===== src/rtl/mc_ctrl_pkg.sv =====
package mc_ctrl_pkg;

    localparam int OP_W  = 3;
    localparam int FN_W  = 4;
    localparam int AOP_W = 3;
    localparam int BSEL_W = 2;

    // opcode values
    localparam logic [OP_W-1:0] OPC_RTYPE = 3'd0;
    localparam logic [OP_W-1:0] OPC_LOAD  = 3'd1;
    localparam logic [OP_W-1:0] OPC_STORE = 3'd2;
    localparam logic [OP_W-1:0] OPC_BREQ  = 3'd3;
    localparam logic [OP_W-1:0] OPC_ADDI  = 3'd4;
    localparam logic [OP_W-1:0] OPC_JUMP  = 3'd5;
    localparam logic [OP_W-1:0] OPC_HALT  = 3'd7;

    // function values of register-type instructions
    localparam logic [FN_W-1:0] FN_ADD = 4'd0;
    localparam logic [FN_W-1:0] FN_SUB = 4'd1;
    localparam logic [FN_W-1:0] FN_AND = 4'd2;
    localparam logic [FN_W-1:0] FN_OR  = 4'd3;
    localparam logic [FN_W-1:0] FN_SLT = 4'd4;

    // ALU operation codes
    localparam logic [AOP_W-1:0] AOP_ADD = 3'd0;
    localparam logic [AOP_W-1:0] AOP_SUB = 3'd1;
    localparam logic [AOP_W-1:0] AOP_AND = 3'd2;
    localparam logic [AOP_W-1:0] AOP_OR  = 3'd3;
    localparam logic [AOP_W-1:0] AOP_SLT = 3'd4;

    // ALU B source values
    localparam logic [BSEL_W-1:0] BSEL_REG = 2'd0;
    localparam logic [BSEL_W-1:0] BSEL_ONE = 2'd1;
    localparam logic [BSEL_W-1:0] BSEL_OFS = 2'd2;

    typedef enum logic [4:0] {
        ST_FETCH,
        ST_DECODE,
        ST_R_ADD,
        ST_R_SUB,
        ST_R_AND,
        ST_R_OR,
        ST_R_SLT,
        ST_LD_ADDR,
        ST_LD_READ,
        ST_LD_WB,
        ST_ST_ADDR,
        ST_ST_WRITE,
        ST_BR_CMP,
        ST_BR_TAKE,
        ST_ADDI,
        ST_JUMP,
        ST_HALT
    } ctl_state_e;

    typedef struct packed {
        logic              pc_ld;
        logic              pc_src;
        logic              ir_ld;
        logic              mem_rd;
        logic              mem_wr;
        logic              addr_src;
        logic              alu_a_src;
        logic [BSEL_W-1:0] alu_b_src;
        logic [AOP_W-1:0]  alu_op;
        logic              rf_we;
        logic              rf_wsel;
        logic              rf_dsel;
        logic              ab_ld;
        logic              mdr_ld;
    } ctl_word_t;

    typedef struct packed {
        ctl_state_e state;
    } seq_reg_t;

endpackage


===== src/rtl/mc_dispatch.sv =====
module mc_dispatch
    import mc_ctrl_pkg::*;
(
    input  ctl_state_e            cur,
    input  logic [OP_W-1:0]       opcode,
    input  logic [FN_W-1:0]       funct,
    input  logic                  zero,
    output ctl_state_e            nxt
);

    ctl_state_e rtype_tgt;
    ctl_state_e dec_tgt;

    always_comb begin
        unique case (funct)
            FN_ADD:  rtype_tgt = ST_R_ADD;
            FN_SUB:  rtype_tgt = ST_R_SUB;
            FN_AND:  rtype_tgt = ST_R_AND;
            FN_OR:   rtype_tgt = ST_R_OR;
            FN_SLT:  rtype_tgt = ST_R_SLT;
            default: rtype_tgt = ST_FETCH;
        endcase
    end

    always_comb begin
        unique case (opcode)
            OPC_RTYPE: dec_tgt = rtype_tgt;
            OPC_LOAD:  dec_tgt = ST_LD_ADDR;
            OPC_STORE: dec_tgt = ST_ST_ADDR;
            OPC_BREQ:  dec_tgt = ST_BR_CMP;
            OPC_ADDI:  dec_tgt = ST_ADDI;
            OPC_JUMP:  dec_tgt = ST_JUMP;
            OPC_HALT:  dec_tgt = ST_HALT;
            default:   dec_tgt = ST_FETCH;
        endcase
    end

    always_comb begin
        unique case (cur)
            ST_FETCH:    nxt = ST_DECODE;
            ST_DECODE:   nxt = dec_tgt;
            ST_LD_ADDR:  nxt = ST_LD_READ;
            ST_LD_READ:  nxt = ST_LD_WB;
            ST_ST_ADDR:  nxt = ST_ST_WRITE;
            ST_BR_CMP:   nxt = zero ? ST_BR_TAKE : ST_FETCH;
            ST_HALT:     nxt = ST_HALT;
            default:     nxt = ST_FETCH;
        endcase
    end

endmodule


===== src/rtl/mc_out_decode.sv =====
module mc_out_decode
    import mc_ctrl_pkg::*;
(
    input  ctl_state_e cur,
    output ctl_word_t  ctl
);

    always_comb begin
        ctl = '0;
        unique case (cur)
            ST_FETCH: begin
                ctl.pc_ld     = 1'b1;
                ctl.ir_ld     = 1'b1;
                ctl.mem_rd    = 1'b1;
                ctl.alu_b_src = BSEL_ONE;
                ctl.alu_op    = AOP_ADD;
            end
            ST_DECODE: begin
                ctl.ab_ld = 1'b1;
            end
            ST_R_ADD, ST_R_SUB, ST_R_AND, ST_R_OR, ST_R_SLT: begin
                ctl.alu_a_src = 1'b1;
                ctl.alu_b_src = BSEL_REG;
                ctl.rf_we     = 1'b1;
                unique case (cur)
                    ST_R_SUB: ctl.alu_op = AOP_SUB;
                    ST_R_AND: ctl.alu_op = AOP_AND;
                    ST_R_OR:  ctl.alu_op = AOP_OR;
                    ST_R_SLT: ctl.alu_op = AOP_SLT;
                    default:  ctl.alu_op = AOP_ADD;
                endcase
            end
            ST_LD_ADDR, ST_ST_ADDR: begin
                ctl.alu_a_src = 1'b1;
                ctl.alu_b_src = BSEL_OFS;
                ctl.alu_op    = AOP_ADD;
            end
            ST_LD_READ: begin
                ctl.mem_rd   = 1'b1;
                ctl.addr_src = 1'b1;
                ctl.mdr_ld   = 1'b1;
            end
            ST_LD_WB: begin
                ctl.rf_we   = 1'b1;
                ctl.rf_wsel = 1'b1;
                ctl.rf_dsel = 1'b1;
            end
            ST_ST_WRITE: begin
                ctl.mem_wr   = 1'b1;
                ctl.addr_src = 1'b1;
            end
            ST_BR_CMP: begin
                ctl.alu_a_src = 1'b1;
                ctl.alu_b_src = BSEL_REG;
                ctl.alu_op    = AOP_SUB;
            end
            ST_BR_TAKE: begin
                ctl.pc_ld     = 1'b1;
                ctl.alu_b_src = BSEL_OFS;
                ctl.alu_op    = AOP_ADD;
            end
            ST_ADDI: begin
                ctl.alu_a_src = 1'b1;
                ctl.alu_b_src = BSEL_OFS;
                ctl.alu_op    = AOP_ADD;
                ctl.rf_we     = 1'b1;
                ctl.rf_wsel   = 1'b1;
            end
            ST_JUMP: begin
                ctl.pc_ld  = 1'b1;
                ctl.pc_src = 1'b1;
            end
            default: ctl = '0;
        endcase
    end

endmodule


===== src/rtl/mc_ctrl.sv =====
module mc_ctrl
    import mc_ctrl_pkg::*;
(
    input  logic       clk,
    input  logic       rst_n,
    input  logic [2:0] opcode,
    input  logic [3:0] funct,
    input  logic       zero,
    output logic       pc_ld,
    output logic       pc_src,
    output logic       ir_ld,
    output logic       mem_rd,
    output logic       mem_wr,
    output logic       addr_src,
    output logic       alu_a_src,
    output logic [1:0] alu_b_src,
    output logic [2:0] alu_op,
    output logic       rf_we,
    output logic       rf_wsel,
    output logic       rf_dsel,
    output logic       ab_ld,
    output logic       mdr_ld
);

    seq_reg_t   seq_d, seq_q;
    ctl_state_e nxt_state;
    ctl_word_t  ctl;

    mc_dispatch u_dispatch (
        .cur    (seq_q.state),
        .opcode (opcode),
        .funct  (funct),
        .zero   (zero),
        .nxt    (nxt_state)
    );

    mc_out_decode u_decode (
        .cur (seq_q.state),
        .ctl (ctl)
    );

    always_comb begin
        seq_d       = seq_q;
        seq_d.state = nxt_state;
    end

    always_ff @(posedge clk or negedge rst_n) begin
        if (!rst_n) seq_q <= '{state: ST_FETCH};
        else        seq_q <= seq_d;
    end

    assign pc_ld     = ctl.pc_ld;
    assign pc_src    = ctl.pc_src;
    assign ir_ld     = ctl.ir_ld;
    assign mem_rd    = ctl.mem_rd;
    assign mem_wr    = ctl.mem_wr;
    assign addr_src  = ctl.addr_src;
    assign alu_a_src = ctl.alu_a_src;
    assign alu_b_src = ctl.alu_b_src;
    assign alu_op    = ctl.alu_op;
    assign rf_we     = ctl.rf_we;
    assign rf_wsel   = ctl.rf_wsel;
    assign rf_dsel   = ctl.rf_dsel;
    assign ab_ld     = ctl.ab_ld;
    assign mdr_ld    = ctl.mdr_ld;

    assert_rdwr_excl_R11: assert property (@(posedge clk) disable iff (!rst_n)
        !(mem_rd && mem_wr));

    assert_fetch_then_decode_R2: assert property (@(posedge clk) disable iff (!rst_n)
        ir_ld |=> ab_ld);

    assert_write_ends_instr_R3: assert property (@(posedge clk) disable iff (!rst_n)
        rf_we |=> ir_ld);

    assert_store_ends_instr_R6: assert property (@(posedge clk) disable iff (!rst_n)
        mem_wr |=> ir_ld);

    assert_halt_sticky_R10: assert property (@(posedge clk) disable iff (!rst_n)
        (seq_q.state == ST_HALT) |=> (seq_q.state == ST_HALT));

    assert_take_needs_zero_R7: assert property (@(posedge clk) disable iff (!rst_n)
        (seq_q.state == ST_BR_TAKE) |-> $past(zero));

endmodule


===== config.mk =====
export PLATFORM = sky130hd
export DESIGN_NAME = mc_ctrl
export DESIGN_NICKNAME = d
export VERILOG_FILES = /design/src/rtl/mc_ctrl_pkg.sv /design/src/rtl/mc_dispatch.sv /design/src/rtl/mc_out_decode.sv /design/src/rtl/mc_ctrl.sv
export SDC_FILE = /design/constraint.sdc
export NUM_CORES = 1
export LEC_CHECK = 0
export ABC_AREA = 1
export BUFFER_PORTS_ARGS = -buffer_cell sky130_fd_sc_hd__buf_2
export CORE_ASPECT_RATIO = 1.2
export CORE_MARGIN = 8
export CORE_UTILIZATION = 42
export CTS_CLUSTER_DIAMETER = 100
export DETAILED_ROUTE_END_ITERATION = 8
export PLACE_DENSITY_LB_ADDON = 0.15
export SYNTH_ARGS = -nofsm -noshare
export SYNTH_HDL_FRONTEND = slang
export SYNTH_HIERARCHICAL = 1
export SYNTH_SLANG_ARGS = --single-unit

===== constraint.sdc =====
create_clock -name clk -period 1.05 [get_ports clk]
set_input_delay 0.0525 -clock clk [delete_from_list [all_inputs] [get_ports clk]]
set_output_delay 0.0525 -clock clk [all_outputs]
set_load 0.02 [all_outputs]

==> results_dict.tcl <==
set metrics [dict create \
    synth_seq_area_share_pct 18.69 \
    post-synth-top-count-cell "inv_1" \
    ant_nets 0 \
    crit_family "simple AND/OR/NAND/NOR gates" \
    hold_class "primary input to flip-flop" \
    endpoint_kind "output pin" \
    netlist_instances 113 \
    violations "negative setup slack" \
    clockBufferDepth 2 \
    crit_end "rf_we" \
    tightest_slew_ns 0.2374 \
    dpl.hpwl_mm 1.768 \
    clock.fmax_mhz 723.7 \
    synth.avg_cell_area_um2 5.924 \
    critPathMaxFanout 6 \
    fin_skew_ns 0.004890 \
    grt_max_degree 8 \
    synthToLayoutAreaGrowth_pct 97.38 \
    die_y_um 59.73 \
    clk_pin_slew_worst_paths_ns 0.05 \
    initial_core_util_pct 42.87 \
    seq_power_share_pct 12.8 \
    status "complete, but fails checks" \
    yosysUniqueCellTypes 21 \
    yosysWarnings 6 \
    ys_top_cells_by_area "dfrtp_1 (19%), inv_1 (12%), nand2_1 (12%)" \
    vias 1001 \
    nNetsFinal 180 \
    hold_viol_final 0 \
    intPower_mw 1.931 \
    largest-register "seq_q" \
    setup_ws_ns -0.3318 \
    die_area_um2 3133 \
    crit_top_cell "nor2_4" \
    pwr-share-clk_pct 5.6 \
    io_buffers 26 \
    coreArea_um2 1562 \
    multi_input_area_um2 603.1 \
    comb_power_share_pct 81.7 \
    cap_violations 0 \
    period_share_pct 131.6 \
    r2r-start "seq_q[2]" \
    antenna_cells 0 \
    synth_area_um2 669.4 \
    power.leakage_nw 0.6871 \
    viasPerCell 5.382 \
    setup_viol 22 \
    ioPinCount 27 \
    crit_arrival_ns 1.33 \
    path_depth 6 \
    numClockSinks 5 \
    irDropWorstVdd_uv 2398 \
    place_congestion 0.8221 \
    synthFlopType "dfrtp_1" \
    r2r_slack_ns -0.24 \
    seq_area_um2 131.4 \
    critPathMaxStageDelay_ns 0.47 \
    slew_headroom_pct 84.18 \
    clk_latency_ns 0.24 \
    first_global_vias 988 \
    crit_start "seq_q[4]" \
    grt_overflow 0 \
    place_ws_ns -0.2111 \
    numCtsBuffers 3 \
    wirelength_mm 2.750 \
    crit_chain "nor2_4, nand2_2, nor2_4, nor2_4, nand3_4, buf_6" \
    critPathKind "flip-flop to output pin" \
    dr.pass1.iters 5 \
    yosysTopAreaCell "dfrtp_1" \
    yosysTopAreaCellShare_pct 18.69 \
    crit_path_start_kind "flip-flop" \
    r2r-end "seq_q[0]" \
    drive_gt1_share_pct 64.88 \
    synth_edf_count 0 \
    fillers 105 \
    die_w_um 52.45 \
    switching_share_pct 52.70 \
    synthTopCellsByCount "inv_1 (22), nand2_1 (21), nor2_1 (18)" \
    wl_per_cell_um 14.78 \
    drc 0 \
    p_per_area_nw_per_um2 3089 \
    rr_worst_depth 7 \
    rsz0062_at_grt "yes" \
    period_minus_slack_ns 1.382 \
    antenna_found_initial 0 \
    track_usage_pct 15.53 \
    ys_ff_latch 5 \
    crit_required_ns 1.00 \
    cts-root-buf "clkbuf_4" \
    hold_ws_ns 0.1413 \
    critPathSlowestCell "dfrtp_2" \
    cts-htree-levels 1 \
    slew_viol_final 0 \
    grt_pass1_wl_mm 3.815 \
    biggestRegsByFlops "seq_q (5)" \
    drt_iter0_drc 17 \
    cts_tree "built" \
    synthArstFlopShare_pct 100.0 \
    synth_fp_nets 124 \
    num_rows 16 \
    largest_register_ffs 5 \
    cp.buffers_inverters 1 \
    p_sw_mw 2.151 \
]
[metrics by stage]
stage	power (mW)	cell area (µm²)	std cells	setup TNS, ns	utilization (%)
2_1_floorplan	1.869	718.2	113	-0.4585	-
3_3_place_gp	2.684	987.2	173	-1.866	63.22
3_5_place_dp	2.736	987.2	173	-2.488	63.22
4_1_cts	3.702	1234	184	-5.275	79.01
5_1_grt	4.288	1321	186	-7.131	84.62
6_report	4.082	1321	186	-5.779	84.62
[how the worst min path moves through the flow]
stage	start	end	slack, ns	cells after the start
detailed placement	rst_n	seq_q[0]	-0.13	1
finish	zero	seq_q[3]	0.14	3
floorplan	rst_n	seq_q[0]	-0.24	0
global route	zero	seq_q[3]	0.12	3
global placement	rst_n	seq_q[0]	-0.13	1
CTS	zero	seq_q[3]	0.10	3
[cells in the final DEF (no fill, tap or decap), types with 3 or more instances in the layout]
cell / count
buf_2: 11
buf_4: 21
buf_6: 19
clkbuf_4: 3
dfrtp_2: 5
inv_1: 12
inv_2: 10
inv_4: 3
nand2_1: 15
nand2_2: 5
nand2_4: 3
nand3_1: 8
nand3_2: 4
nand3_4: 3
nand4_1: 6
nor2_1: 11
nor2_2: 3
nor2_4: 12
o21ai_2: 3
[power groups by stage]
stage,Combinational (mW),Sequential (mW),Clock (mW)
global route,3.50,0.540,0.245
global placement,2.22,0.460,0
floorplan,1.43,0.434,0
CTS,2.98,0.489,0.231
detailed placement,2.27,0.466,0
finish,3.33,0.521,0.227
[layer usage]
layer  vias up  wire length (µm)  global-route usage (%)
li1        477                 -                       -
met3        14               132                   2.985
met4         0               101                   8.889
met2        44              1597                   30.73
met5         -                 0                       0
met1       466               919                   13.62
[worst reg2reg max path: cells and delay by family (launching register included)]
kind	cells	cell delay, ns
flops	1	0.48
simple gates	5	0.41
buf+inv	2	0.32
[logic make-up (layout without fill, tap and decap cells)]
family	Yosys count	after routing	share of synthesized area, %
and+or+nand+nor	74	74	57.95
buffers and inverters	26	81	15.70
AOI/OAI and AO/OA	7	7	5.793
DFF	5	5	18.69
adders and majority gates	1	1	1.869
[cell type report]
cell class	count	share of cell area, %
Multi-Input combinational cell	82	45.64
Timing Repair Buffer	52	33.05
Sequential cell	5	9.943
Inverter	25	7.670
Clock buffer	4	1.989
Tap cell	18	1.705
[what timing repair did]
item,CTS,global route
hold endpoints to repair,5,0
buffers inserted,7,3
endpoints found under the setup margin,22,22
gates resized for setup,57,21
hold buffers,1,0
pin swaps,11,11
Power figures use the tool's default switching activity.
